File: src/rtl/nest_irq_pkg.sv
package nest_irq_pkg;

    localparam logic [7:0] REG_ENABLE    = 8'h00;
    localparam logic [7:0] REG_PEND_SET  = 8'h01;
    localparam logic [7:0] REG_PEND_CLR  = 8'h02;
    localparam logic [7:0] REG_SPLIT     = 8'h03;
    localparam logic [7:0] REG_PRIO_BASE = 8'h20;

    typedef enum logic [1:0] {
        CTL_THREAD    = 2'd0,
        CTL_HANDLER   = 2'd1,
        CTL_SATURATED = 2'd2
    } ctl_state_e;

    typedef enum logic [1:0] {
        LN_IDLE     = 2'b00,
        LN_WAITING  = 2'b01,
        LN_SERVING  = 2'b10,
        LN_SERV_WAIT = 2'b11
    } line_state_e;

endpackage

File: src/rtl/nest_irq_line.sv
module nest_irq_line #(
    parameter int unsigned PRIO_W = 4
) (
    input  logic              clk,
    input  logic              rst_n,
    input  logic              en_we_i,
    input  logic              en_d_i,
    input  logic              prio_we_i,
    input  logic [PRIO_W-1:0] prio_d_i,
    input  logic              set_i,
    input  logic              clr_i,
    input  logic              enter_i,
    input  logic              leave_i,
    output logic              en_o,
    output logic [PRIO_W-1:0] prio_o,
    output logic [1:0]        state_o
);
    logic waiting_q;
    logic serving_q;

    always_ff @(posedge clk or negedge rst_n) begin
        if (!rst_n) begin
            en_o   <= 1'b0;
            prio_o <= '0;
        end else begin
            if (en_we_i) begin
                en_o <= en_d_i;
            end
            if (prio_we_i) begin
                prio_o <= prio_d_i;
            end
        end
    end

    // set dominates every clearing source
    always_ff @(posedge clk or negedge rst_n) begin
        if (!rst_n) begin
            waiting_q <= 1'b0;
        end else if (set_i) begin
            waiting_q <= 1'b1;
        end else if (clr_i || enter_i) begin
            waiting_q <= 1'b0;
        end
    end

    always_ff @(posedge clk or negedge rst_n) begin
        if (!rst_n) begin
            serving_q <= 1'b0;
        end else if (enter_i) begin
            serving_q <= 1'b1;
        end else if (leave_i) begin
            serving_q <= 1'b0;
        end
    end

    assign state_o = {serving_q, waiting_q};

endmodule

File: src/rtl/nest_irq_arb.sv
module nest_irq_arb #(
    parameter int unsigned NUM_IRQ = 32,
    parameter int unsigned PRIO_W  = 4,
    localparam int unsigned ID_W   = $clog2(NUM_IRQ)
) (
    input  logic [NUM_IRQ-1:0]        cand_i,
    input  logic [NUM_IRQ*PRIO_W-1:0] prio_i,
    output logic                      valid_o,
    output logic [ID_W-1:0]           id_o,
    output logic [PRIO_W-1:0]         prio_o
);
    // strict compare keeps the lowest index on equal values
    always_comb begin
        valid_o = 1'b0;
        id_o    = '0;
        prio_o  = '1;
        for (int i = 0; i < int'(NUM_IRQ); i++) begin
            if (cand_i[i] && (!valid_o || (prio_i[i*PRIO_W +: PRIO_W] < prio_o))) begin
                valid_o = 1'b1;
                id_o    = ID_W'(i);
                prio_o  = prio_i[i*PRIO_W +: PRIO_W];
            end
        end
    end

endmodule

File: src/rtl/nest_irq_stack.sv
module nest_irq_stack #(
    parameter int unsigned DEPTH    = 16,
    parameter int unsigned ID_W     = 5,
    parameter int unsigned LVL_W    = 5,
    parameter int unsigned BASE_LVL = 16,
    localparam int unsigned CNT_W   = $clog2(DEPTH + 1),
    localparam int unsigned IDX_W   = (DEPTH > 1) ? $clog2(DEPTH) : 1
) (
    input  logic             clk,
    input  logic             rst_n,
    input  logic             push_i,
    input  logic [ID_W-1:0]  push_id_i,
    input  logic [LVL_W-1:0] push_lvl_i,
    input  logic             pop_i,
    output logic [CNT_W-1:0] depth_o,
    output logic [ID_W-1:0]  top_id_o,
    output logic [LVL_W-1:0] exec_lvl_o
);
    logic [ID_W-1:0]  id_q  [DEPTH];
    logic [LVL_W-1:0] lvl_q [DEPTH];
    logic [CNT_W-1:0] depth_q;
    logic [IDX_W-1:0] push_idx;
    logic [IDX_W-1:0] top_idx;

    assign push_idx = IDX_W'(depth_q);
    assign top_idx  = IDX_W'(depth_q - CNT_W'(1));

    always_ff @(posedge clk or negedge rst_n) begin
        if (!rst_n) begin
            depth_q <= '0;
            for (int k = 0; k < int'(DEPTH); k++) begin
                id_q[k]  <= '0;
                lvl_q[k] <= '0;
            end
        end else if (push_i && (depth_q != CNT_W'(DEPTH))) begin
            id_q[push_idx]  <= push_id_i;
            lvl_q[push_idx] <= push_lvl_i;
            depth_q         <= depth_q + CNT_W'(1);
        end else if (pop_i && (depth_q != '0)) begin
            depth_q <= depth_q - CNT_W'(1);
        end
    end

    assign depth_o    = depth_q;
    assign top_id_o   = id_q[top_idx];
    assign exec_lvl_o = (depth_q == '0) ? LVL_W'(BASE_LVL) : lvl_q[top_idx];

endmodule

File: src/rtl/nest_irq_ctrl.sv
module nest_irq_ctrl
    import nest_irq_pkg::*;
#(
    parameter int unsigned NUM_IRQ     = 32,
    parameter int unsigned PRIO_W      = 4,
    parameter int unsigned STACK_DEPTH = 16,
    parameter int unsigned DATA_W      = 32,
    localparam int unsigned ID_W       = $clog2(NUM_IRQ),
    localparam int unsigned LVL_W      = PRIO_W + 1,
    localparam int unsigned SPLIT_W    = $clog2(PRIO_W + 1)
) (
    input  logic                 clk,
    input  logic                 rst_n,
    input  logic [NUM_IRQ-1:0]   irq_i,
    input  logic                 cfg_we_i,
    input  logic [7:0]           cfg_addr_i,
    input  logic [DATA_W-1:0]    cfg_wdata_i,
    input  logic                 ack_i,
    input  logic                 ret_i,
    output logic                 take_o,
    output logic [ID_W-1:0]      take_id_o,
    output logic [LVL_W-1:0]     exec_prio_o,
    output logic [2*NUM_IRQ-1:0] line_state_o
);
    localparam int unsigned CNT_W    = $clog2(STACK_DEPTH + 1);
    localparam int unsigned BASE_LVL = 1 << PRIO_W;
    localparam int unsigned PRIO_LSB = 8 - PRIO_W;

    ctl_state_e ctl_q, ctl_d;

    logic [SPLIT_W-1:0]        split_q;
    logic [NUM_IRQ-1:0]        en_vec;
    logic [NUM_IRQ-1:0]        cand_vec;
    logic [NUM_IRQ*PRIO_W-1:0] prio_flat;
    logic                      win_valid;
    logic [ID_W-1:0]           win_id;
    logic [PRIO_W-1:0]         win_prio;
    logic [LVL_W-1:0]          win_lvl;
    logic [CNT_W-1:0]          stk_depth;
    logic [ID_W-1:0]           stk_top_id;
    logic [LVL_W-1:0]          stk_exec;
    logic                      take_allow;
    logic                      ret_allow;
    logic                      do_ack;
    logic                      do_ret;
    logic                      wr_en;
    logic                      wr_pset;
    logic                      wr_pclr;
    logic                      wr_split;

    assign wr_en    = cfg_we_i && (cfg_addr_i == REG_ENABLE);
    assign wr_pset  = cfg_we_i && (cfg_addr_i == REG_PEND_SET);
    assign wr_pclr  = cfg_we_i && (cfg_addr_i == REG_PEND_CLR);
    assign wr_split = cfg_we_i && (cfg_addr_i == REG_SPLIT);

    always_ff @(posedge clk or negedge rst_n) begin
        if (!rst_n) begin
            split_q <= '0;
        end else if (wr_split) begin
            if (cfg_wdata_i[SPLIT_W-1:0] > SPLIT_W'(PRIO_W)) begin
                split_q <= SPLIT_W'(PRIO_W);
            end else begin
                split_q <= cfg_wdata_i[SPLIT_W-1:0];
            end
        end
    end

    // one status cell per request line
    for (genvar g = 0; g < int'(NUM_IRQ); g++) begin : g_line
        localparam logic [7:0] PRIO_ADDR = REG_PRIO_BASE + 8'(g);
        logic [1:0] st;

        nest_irq_line #(.PRIO_W(PRIO_W)) line_i (
            .clk       (clk),
            .rst_n     (rst_n),
            .en_we_i   (wr_en),
            .en_d_i    (cfg_wdata_i[g]),
            .prio_we_i (cfg_we_i && (cfg_addr_i == PRIO_ADDR)),
            .prio_d_i  (cfg_wdata_i[7:PRIO_LSB]),
            .set_i     (irq_i[g] || (wr_pset && cfg_wdata_i[g])),
            .clr_i     (wr_pclr && cfg_wdata_i[g]),
            .enter_i   (do_ack && (take_id_o == ID_W'(g))),
            .leave_i   (do_ret && (stk_top_id == ID_W'(g))),
            .en_o      (en_vec[g]),
            .prio_o    (prio_flat[g*PRIO_W +: PRIO_W]),
            .state_o   (st)
        );

        assign line_state_o[2*g +: 2] = st;
        assign cand_vec[g] = en_vec[g] && (st == LN_WAITING);
    end

    nest_irq_arb #(
        .NUM_IRQ (NUM_IRQ),
        .PRIO_W  (PRIO_W)
    ) arb_i (
        .cand_i  (cand_vec),
        .prio_i  (prio_flat),
        .valid_o (win_valid),
        .id_o    (win_id),
        .prio_o  (win_prio)
    );

    // pre-emption uses the group field only
    assign win_lvl = LVL_W'(win_prio >> split_q);

    nest_irq_stack #(
        .DEPTH    (STACK_DEPTH),
        .ID_W     (ID_W),
        .LVL_W    (LVL_W),
        .BASE_LVL (BASE_LVL)
    ) stack_i (
        .clk        (clk),
        .rst_n      (rst_n),
        .push_i     (do_ack),
        .push_id_i  (take_id_o),
        .push_lvl_i (win_lvl),
        .pop_i      (do_ret),
        .depth_o    (stk_depth),
        .top_id_o   (stk_top_id),
        .exec_lvl_o (stk_exec)
    );

    // controller state register
    always_ff @(posedge clk or negedge rst_n) begin
        if (!rst_n) begin
            ctl_q <= CTL_THREAD;
        end else begin
            ctl_q <= ctl_d;
        end
    end

    // next-state logic
    always_comb begin
        ctl_d = ctl_q;
        unique case (ctl_q)
            CTL_THREAD: begin
                if (do_ack) begin
                    ctl_d = (STACK_DEPTH == 1) ? CTL_SATURATED : CTL_HANDLER;
                end
            end
            CTL_HANDLER: begin
                if (do_ret && (stk_depth == CNT_W'(1))) begin
                    ctl_d = CTL_THREAD;
                end else if (do_ack && (stk_depth == CNT_W'(STACK_DEPTH - 1))) begin
                    ctl_d = CTL_SATURATED;
                end
            end
            CTL_SATURATED: begin
                if (do_ret) begin
                    ctl_d = (STACK_DEPTH == 1) ? CTL_THREAD : CTL_HANDLER;
                end
            end
            default: ctl_d = CTL_THREAD;
        endcase
    end

    // per-state output permissions
    always_comb begin
        unique case (ctl_q)
            CTL_THREAD:    begin take_allow = 1'b1; ret_allow = 1'b0; end
            CTL_HANDLER:   begin take_allow = 1'b1; ret_allow = 1'b1; end
            CTL_SATURATED: begin take_allow = 1'b0; ret_allow = 1'b1; end
            default:       begin take_allow = 1'b0; ret_allow = 1'b0; end
        endcase
    end

    assign take_o      = win_valid && take_allow && (win_lvl < stk_exec);
    assign take_id_o   = win_id;
    assign exec_prio_o = stk_exec;
    assign do_ack      = ack_i && take_o && !ret_i;
    assign do_ret      = ret_i && ret_allow;

endmodule

File: config.mk
export PLATFORM = sky130hd
export DESIGN_NAME = nest_irq_ctrl
export DESIGN_NICKNAME = d
export VERILOG_FILES = /design/src/rtl/nest_irq_pkg.sv /design/src/rtl/nest_irq_line.sv /design/src/rtl/nest_irq_arb.sv /design/src/rtl/nest_irq_stack.sv /design/src/rtl/nest_irq_ctrl.sv
export SDC_FILE = /design/constraint.sdc
export NUM_CORES = 1
export LEC_CHECK = 0
export BUFFER_PORTS_ARGS = -buffer_cell sky130_fd_sc_hd__clkbuf_2
export CAP_MARGIN = 40
export CORE_AREA = 2 2 162 322
export DETAILED_ROUTE_END_ITERATION = 8
export DIE_AREA = 0 0 164 324
export PLACE_DENSITY = 0.71
export SYNTH_ARGS = -nofsm -noshare
export SYNTH_HDL_FRONTEND = slang
export SYNTH_SLANG_ARGS = --single-unit
export TNS_END_PERCENT = 30
File: constraint.sdc
create_clock -name clk -period 50.1 [get_ports clk]
set_clock_uncertainty 0.15 [all_clocks]
set_input_delay 10.02 -clock clk [delete_from_list [all_inputs] [get_ports clk]]
set_output_delay 10.02 -clock clk [all_outputs]
set_load 0.02 [all_outputs]
==> results of run 1 <==
[power groups by stage]
stage	registers, mW	logic (mW)	clock network [mW]
CTS	0.410	0.853	0.300
finish	0.413	0.960	0.296
global route	0.418	1.02	0.311
global placement	0.410	0.773	0
floorplan	0.390	0.563	0
detailed placement	0.415	0.794	0
[sequential cells by signal, summed over array words and instances (netlist names)]
name,count
g_line.line_i.serving_q,32
split_q,3
stack_i.lvl_q,64
g_line.line_i.waiting_q,32
g_line.line_i.en_o,32
g_line.line_i.prio_o,128
ctl_q,2
stack_i.depth_o,5
stack_i.id_q,80
[cells by family after synthesis]
logic type / count (synthesis) / share of synthesized area
fa+ha+maj: 62 / 0.0299
buf+inv: 268 / 0.0514
flops: 378 / 0.379
compound gates: 668 / 0.191
mux: 375 / 0.187
simple gates: 742 / 0.155
xor+xnor: 17 / 0.00596
[critical path, delay by kind of cell, from the launching register on]
| family | cells | cell delay, ps |
|---|---|---|
| simple gates | 69 | 9330 |
| compound gates | 91 | 14730 |
| buf+inv | 31 | 2600 |
| mux | 18 | 5020 |
| flops | 1 | 400 |
| fa+ha+maj | 31 | 7010 |
[cell type report]
class / count / area, um^2
inverter: 113 / 447
tap: 654 / 818
antenna: 1 / 2.50
clock buffer: 54 / 1050
clock inverter: 16 / 230
fill: 4171 / 19900
sequential: 378 / 9460
multi-input combinational: 1864 / 15900
timing repair buffer: 440 / 3070
[cell usage in the layout (no fill, tap or decap), types with 15 or more instances in the layout]
| cell type | count |
|---|---|
| buf_4 | 270 |
| o21a_1 | 18 |
| clkbuf_16 | 38 |
| nand3_1 | 42 |
| nor2b_1 | 15 |
| o21ai_2 | 15 |
| ha_4 | 29 |
| nor3_1 | 36 |
| nand2_1 | 213 |
| nand3b_1 | 35 |
| or2_2 | 15 |
| clkbuf_2 | 149 |
| nand4_1 | 20 |
| mux2_2 | 144 |
| a21o_1 | 38 |
| mux4_2 | 42 |
| nand2b_1 | 37 |
| a21oi_1 | 85 |
| a21oi_2 | 21 |
| and2_1 | 15 |
| mux2i_1 | 41 |
| dfrtp_1 | 377 |
| a31oi_1 | 16 |
| a221o_1 | 21 |
| nor4_1 | 19 |
| o31ai_1 | 16 |
| o211ai_1 | 21 |
| inv_1 | 92 |
| a21boi_0 | 23 |
| mux2_1 | 114 |
| nor2_1 | 126 |
| a211oi_1 | 16 |
| o21ai_1 | 52 |
| o21ai_0 | 125 |
| mux2_4 | 23 |
| nand2_2 | 22 |
| ha_1 | 18 |
[through the flow]
step                      instances  instance area, um^2  hold WS [ps]  setup TNS [ps]  power (mW)
after floorplan                2510                25400           302               0       0.952
after global placement         3298                27100           312           -5.84        1.18
after detailed placement       3309                27300           320           -1640        1.21
after CTS                      3471                29700           335               0        1.56
after global routing           3519                30900           341           -4900        1.75
final                          3520                30900           333               0        1.67
[repair_timing]
item                       CTS  global route
gates resized for setup     99           177
pin swaps                   63           137
setup endpoints to repair    6             6
buffers inserted            92            52
[layer usage]
| metal | vias to the layer above | GRT usage | wire length [um] |
|---|---|---|---|
| met5 | - | 0 | 23 |
| met3 | 502 | 0.0675 | 6100 |
| met1 | 11300 | 0.331 | 30000 |
| li1 | 9948 | - | - |
| met4 | 4 | 0.317 | 10600 |
| met2 | 1064 | 0.598 | 45700 |
[worst max-delay path by stage]
stage / from / depth (start not counted) / endpoint
6_report: g_line[0].line_i.serving_q$_DFFE_PN0P_ / 240 / take_o
5_1_grt: g_line[0].line_i.serving_q$_DFFE_PN0P_ / 244 / take_o
4_1_cts: g_line[0].line_i.serving_q$_DFFE_PN0P_ / 241 / take_o
3_5_place_dp: g_line[0].line_i.serving_q$_DFFE_PN0P_ / 239 / take_o
3_3_place_gp: g_line[0].line_i.serving_q$_DFFE_PN0P_ / 238 / take_o
2_1_floorplan: g_line[0].line_i.waiting_q$_DFFE_PN0P_ / 246 / take_o
==> run_results.csv, run 1 <==
group,metric,value,unit
outcome,status,"completed",
hold_path,hp-class,"flip-flop to flip-flop",
yosys,yosysTopAreaCellShare,0.379,
yosys,yosys.area.top_type,"dfrtp_1",
sta,hold_violations,0,
yosys,synth_fp_nets,2637,
placed_design,hpwl,67.6,mm
setup_path,arrival,39720,ps
route,firstDrtPassIters,6,
route,vias,22800,
setup_path,cp.required,39930,ps
pwr,p_leak,14.0,nW
setup_path,cpMostUsedCell,"ha_4",
pwr,switchingPower,765,uW
clock_tree,clkSinkCount,378,
placed_design,post-place-ws,-1240,ps
floorplan,core,50800,um^2
grt,grt_pass1_vias,23700,
clock_tree,cts_htree_levels,2,
clock_tree,insertion_delay,580,ps
cells_and_area,layout-drive-gt1-share,0.361,
hold_path,holdCritStartpoint,"stack_i.id_q[23]$_DFFE_PN0P_",
placed_design,gp_congestion,1.01,
pwr,pwr-share-clk,0.177,
route,drt-total-wl,92.5,mm
sta,finalCritPeriodShare,0.996,
clock_tree,postCtsHoldBufs,0,
cells_and_area,syn_to_final_growth,23.8,%
floorplan,rows,117,
pwr,seqPwrFrac,0.247,
sta,worst_slack,213,ps
setup_path,worstSetupEndpointType,"output port",
setup_path,worstSetupPathType,"flip-flop to output port",
yosys,yosysMostFrequentCell,"dfrtp_1",
floorplan,dieWidth,164,um
yosys,syn_avg_cell_area,9.96,um^2
yosys,yosysWarnings,0,
yosys,synth_ff_type,"dfrtp_1",
clock_tree,cts_buffer_depth,3,
floorplan,chipHeight,324,um
setup_path,start_kind,"flip-flop",
sta,tightest_slew,995,ps
pwr,p_comb_frac,0.575,
yosys,ys_seq_elements,378,
pwr,powerDensity,54.0,nW/um^2
floorplan,die-area,53100,um^2
floorplan,initial_core_util,0.492,
cells_and_area,final_nets,2962,
yosys,syn_area,25000,um^2
pwr,max-vdd-ir-drop,0.118,mV
setup_path,r2r-end,"stack_i.id_q[76]$_DFFE_PN0P_",
cells_and_area,final_util,0.609,
clock_tree,root_buffer,"clkbuf_16",
sta,setup_viol,0,
setup_path,cpPeakStageDelay,540,ps
grt,grt_pass1_wl,136,mm
clock_tree,tritoncts,"yes",
hold_path,min_path_cells,1,
clock_tree,clkTransAtPathRegs,70,ps
yosys,syn_inst,2510,
setup_path,cpMaxStageDelayCell,"or4b_4",
yosys,synth_commonest_cells,"378 x dfrtp_1, 240 x nand2_1, 158 x mux2_2",
placed_design,io_buffers,151,
route,avgViaCountPerCell,6.49,
setup_path,regToRegSetupSlack,9310,ps
sta,rsz0062_at_grt,"true",
grt,grt_max_degree,89,
setup_path,reg2reg_depth,242,
hold_path,holdPathEnd,"stack_i.id_q[23]$_DFFE_PN0P_",
sta,slew_violations,0,
sta,slew_headroom,0.318,
grt,grt.total_usage,0.341,
clock_tree,cts_buffers,38,
yosys,ys_seq_area_frac,0.379,
route,drt_iter0_markers,1841,
yosys,synth_edf_count,0,
grt,grt_overflow,0,
floorplan,pin_count,152,
pwr,p_int,904,uW
pwr,swShare,0.458,
grt,antenna_found_initial,3,
yosys,synth_cell_types,129,
route,drc,0,
setup_path,rr_startpoint,"g_line[0].line_i.serving_q$_DFFE_PN0P_",
route,drtAntennaViolNets,0,
setup_path,path_max_fanout,7,
flow_run,drv_cap,0,
yosys,ys_top_cells_by_area,"dfrtp_1 38%, mux2_2 7.1%, mux2_1 5.1%",
route,avgRoutedWirePerCell,26.3,um
sta,layout_min_cycle_time,49890,ps
sta,achievable-frequency,20.0,MHz
yosys,async_reset_ff_frac,1.00,
(Power assumes the default switching activity.)
==> inputs of run 2 (changes only) <==
--- a/config.mk
+++ b/config.mk
@@ -10,7 +10,7 @@
 export CORE_AREA = 2 2 162 322
 export DETAILED_ROUTE_END_ITERATION = 8
 export DIE_AREA = 0 0 164 324
-export PLACE_DENSITY = 0.71
+export PLACE_DENSITY = 0.79
 export SYNTH_ARGS = -nofsm -noshare
 export SYNTH_HDL_FRONTEND = slang
 export SYNTH_SLANG_ARGS = --single-unit
==> run 2 against run 1 <==
Effect of this change:
- the flow now finishes with violations (negative setup slack)
- critical path type unchanged
- highest routed layer unchanged
- register-to-register slack worse by 270 ps
- non-clock buffer count is 18 higher
- first-iteration DRC count is 30% higher
- wire length is 1.2% higher
- critical endpoint unchanged
- via count is 2.8% higher
- count of clock-buffer cells in the layout is 7 lower
- sequential share of layout area hardly changed
- largest cell class unchanged
- global-route usage is 0.29 points lower
==> run_results.csv, run 2 (same netlist as run 1, synthesis figures left out) <==
group,metric,value,unit
setup_path,reg2reg_depth,237,
route,drc,0,
grt,grt_pass1_wl,136,mm
route,firstDrtPassIters,8,
pwr,max-vdd-ir-drop,0.0451,mV
setup_path,startpoint,"g_line[0].line_i.serving_q$_DFFE_PN0P_",
route,drtAntennaViolNets,0,
clock_tree,postCtsHoldBufs,0,
placed_design,io_buffers,151,
sta,rsz0062_at_grt,"true",
floorplan,chipHeight,324,um
clock_tree,cts_buffers,35,
cells_and_area,layout_commonest_cell,"dfrtp_1",
pwr,powerDensity,53.7,nW/um^2
pwr,p_comb_frac,0.581,
setup_path,start_kind,"flip-flop",
clock_tree,clkSinkCount,378,
cells_and_area,top_regs,"g_line.line_i.prio_o x128, stack_i.id_q x80, stack_i.lvl_q x64",
setup_path,rr_startpoint,"g_line[0].line_i.serving_q$_DFFE_PN0P_",
outcome,violations,"negative setup slack",
setup_path,regToRegSetupSlack,9040,ps
floorplan,initial_core_util,0.492,
setup_path,endpoint,"take_o",
grt,grt_overflow,0,
clock_tree,root_buffer,"clkbuf_16",
sta,finalCritPeriodShare,1.00,
hold_path,hp-class,"flip-flop to flip-flop",
sta,fin_tns_setup,-12.9,ps
sta,holdWs,330,ps
setup_path,cpMostUsedCell,"ha_4",
grt,grt.total_usage,0.338,
setup_path,cpPeakStageDelay,500,ps
hold_path,min_path_cells,1,
cells_and_area,syn_to_final_growth,24.0,%
clock_tree,tritoncts,"yes",
pwr,p_int,908,uW
sta,slew_violations,0,
cells_and_area,layout-drive-gt1-share,0.366,
grt,grt_pass1_vias,23800,
placed_design,gp_congestion,0.965,
route,drt_iter0_markers,2389,
sta,tightest_slew,870,ps
cells_and_area,n_fill_cell,3965,
pwr,seqPwrFrac,0.248,
floorplan,die-area,53100,um^2
clock_tree,clkTransAtPathRegs,70,ps
cells_and_area,regArea,9460,um^2
route,avgViaCountPerCell,6.66,
setup_path,cpMaxStageDelayCell,"or4b_4",
floorplan,rows,117,
placed_design,post-place-ws,-1280,ps
sta,slew_headroom,0.413,
grt,grt_max_degree,93,
flow_run,drv_cap,0,
clock_tree,cts_buffer_depth,3,
pwr,p_leak,14.0,nW
floorplan,core,50800,um^2
route,vias,23500,
pwr,swShare,0.454,
setup_path,cp.required,39930,ps
route,drt-total-wl,93.7,mm
sta,achievable-frequency,20.0,MHz
setup_path,r2r-end,"g_line[11].line_i.waiting_q$_DFFE_PN0P_",
grt,antenna_found_initial,5,
floorplan,dieWidth,164,um
setup_path,arrival,39940,ps
cells_and_area,final_nets,2977,
cells_and_area,multi_input_area,15900,um^2
floorplan,pin_count,152,
sta,worst_slack,-12.9,ps
sta,setup_viol,1,
cells_and_area,largest_reg_flops,128,
clock_tree,insertion_delay,550,ps
sta,hold_violations,0,
outcome,status,"complete, but fails checks",
route,avgRoutedWirePerCell,26.6,um
cells_and_area,layout_common_cells,"377 x dfrtp_1, 289 x buf_4, 215 x nand2_1",
setup_path,worstSetupPathType,"flip-flop to output port",
placed_design,hpwl,66.1,mm
cells_and_area,top_register,"g_line.line_i.prio_o",
setup_path,worstSetupEndpointType,"output port",
hold_path,holdCritStartpoint,"stack_i.lvl_q[37]$_DFFE_PN0P_",
pwr,switchingPower,755,uW
setup_path,path_max_fanout,4,
clock_tree,cts_htree_levels,2,
sta,layout_min_cycle_time,50110,ps
pwr,pwr-share-clk,0.171,
-- run 2: changes by cell type in the layout (fill, tap and decap cells not counted), moves of 3 or more --
cell,before,now
buf_6,10,5
clkbuf_16,38,35
clkbuf_8,4,10
clkdlybuf4s15_2,2,5
buf_4,270,289
nor2_4,5,8
o21ai_2,15,12
clkinv_16,3,0
clkbuf_1,12,2
-- run 2: power by group through the flow --
| stage | Sequential (mW) | Combinational [mW] | Clock [mW] |
|---|---|---|---|
| 3_3_place_gp | 0.407 | 0.773 | 0 |
| 4_1_cts | 0.409 | 0.847 | 0.284 |
| 6_report | 0.413 | 0.966 | 0.284 |
| 5_1_grt | 0.417 | 1.03 | 0.295 |
| 2_1_floorplan | 0.390 | 0.563 | 0 |
| 3_5_place_dp | 0.413 | 0.796 | 0 |
-- run 2: per-layer routing --
metal,GRT usage,vias up,share of wire
met5,0,-,0.00029
met4,0.314,4,0.11
met3,0.0840,622,0.086
met2,0.576,1378,0.49
met1,0.332,11500,0.31
li1,-,9962,-
-- run 2: critical path: cells and delay by family, from the launching register on --
kind / cells / cell delay, ps
compound gates: 88 / 14420
simple gates: 70 / 10230
fa+ha+maj: 31 / 7150
mux: 17 / 4560
buf+inv: 28 / 2310
flops: 1 / 390
xor+xnor: 1 / 290
-- run 2: what timing repair did --
| item | in CTS | in global routing |
|---|---|---|
| hold endpoints to repair | 0 | 0 |
| pin swaps | 57 | 138 |
| setup buffers | 66 | 71 |
| endpoints found under the setup margin | 6 | 6 |
| gates resized for setup | 79 | 191 |
-- run 2: layout make-up --
| class | instances | share of cell area |
|---|---|---|
| diodes | 2 | 0.000162 |
| multi-input cells | 1864 | 0.513 |
| flip-flops and latches | 378 | 0.305 |
| well taps | 654 | 0.0264 |
| inverters | 113 | 0.0146 |
| repair buffers | 458 | 0.103 |
| clock buffers | 47 | 0.0330 |
| clock inverters | 12 | 0.00497 |
-- run 2: per-stage QoR --
| step | std cells | cell area [um^2] | util | power [mW] |
|---|---|---|---|---|
| global placement | 3314 | 27300 | 0.537 | 1.18 |
| detailed placement | 3328 | 27500 | 0.541 | 1.21 |
| CTS | 3453 | 29500 | 0.581 | 1.54 |
| finish | 3528 | 31000 | 0.610 | 1.66 |
| global route | 3526 | 31000 | 0.610 | 1.74 |
| floorplan | 2510 | 25400 | - | 0.952 |
-- run 2: worst min path at each step --
stage	slack, ps	endpoint
global route	340	stack_i.lvl_q[51]$_DFFE_PN0P_
global placement	310	stack_i.id_q[58]$_DFFE_PN0P_
floorplan	300	stack_i.id_q[70]$_DFFE_PN0P_
detailed placement	320	stack_i.id_q[51]$_DFFE_PN0P_
CTS	330	stack_i.id_q[51]$_DFFE_PN0P_
finish	330	stack_i.lvl_q[37]$_DFFE_PN0P_
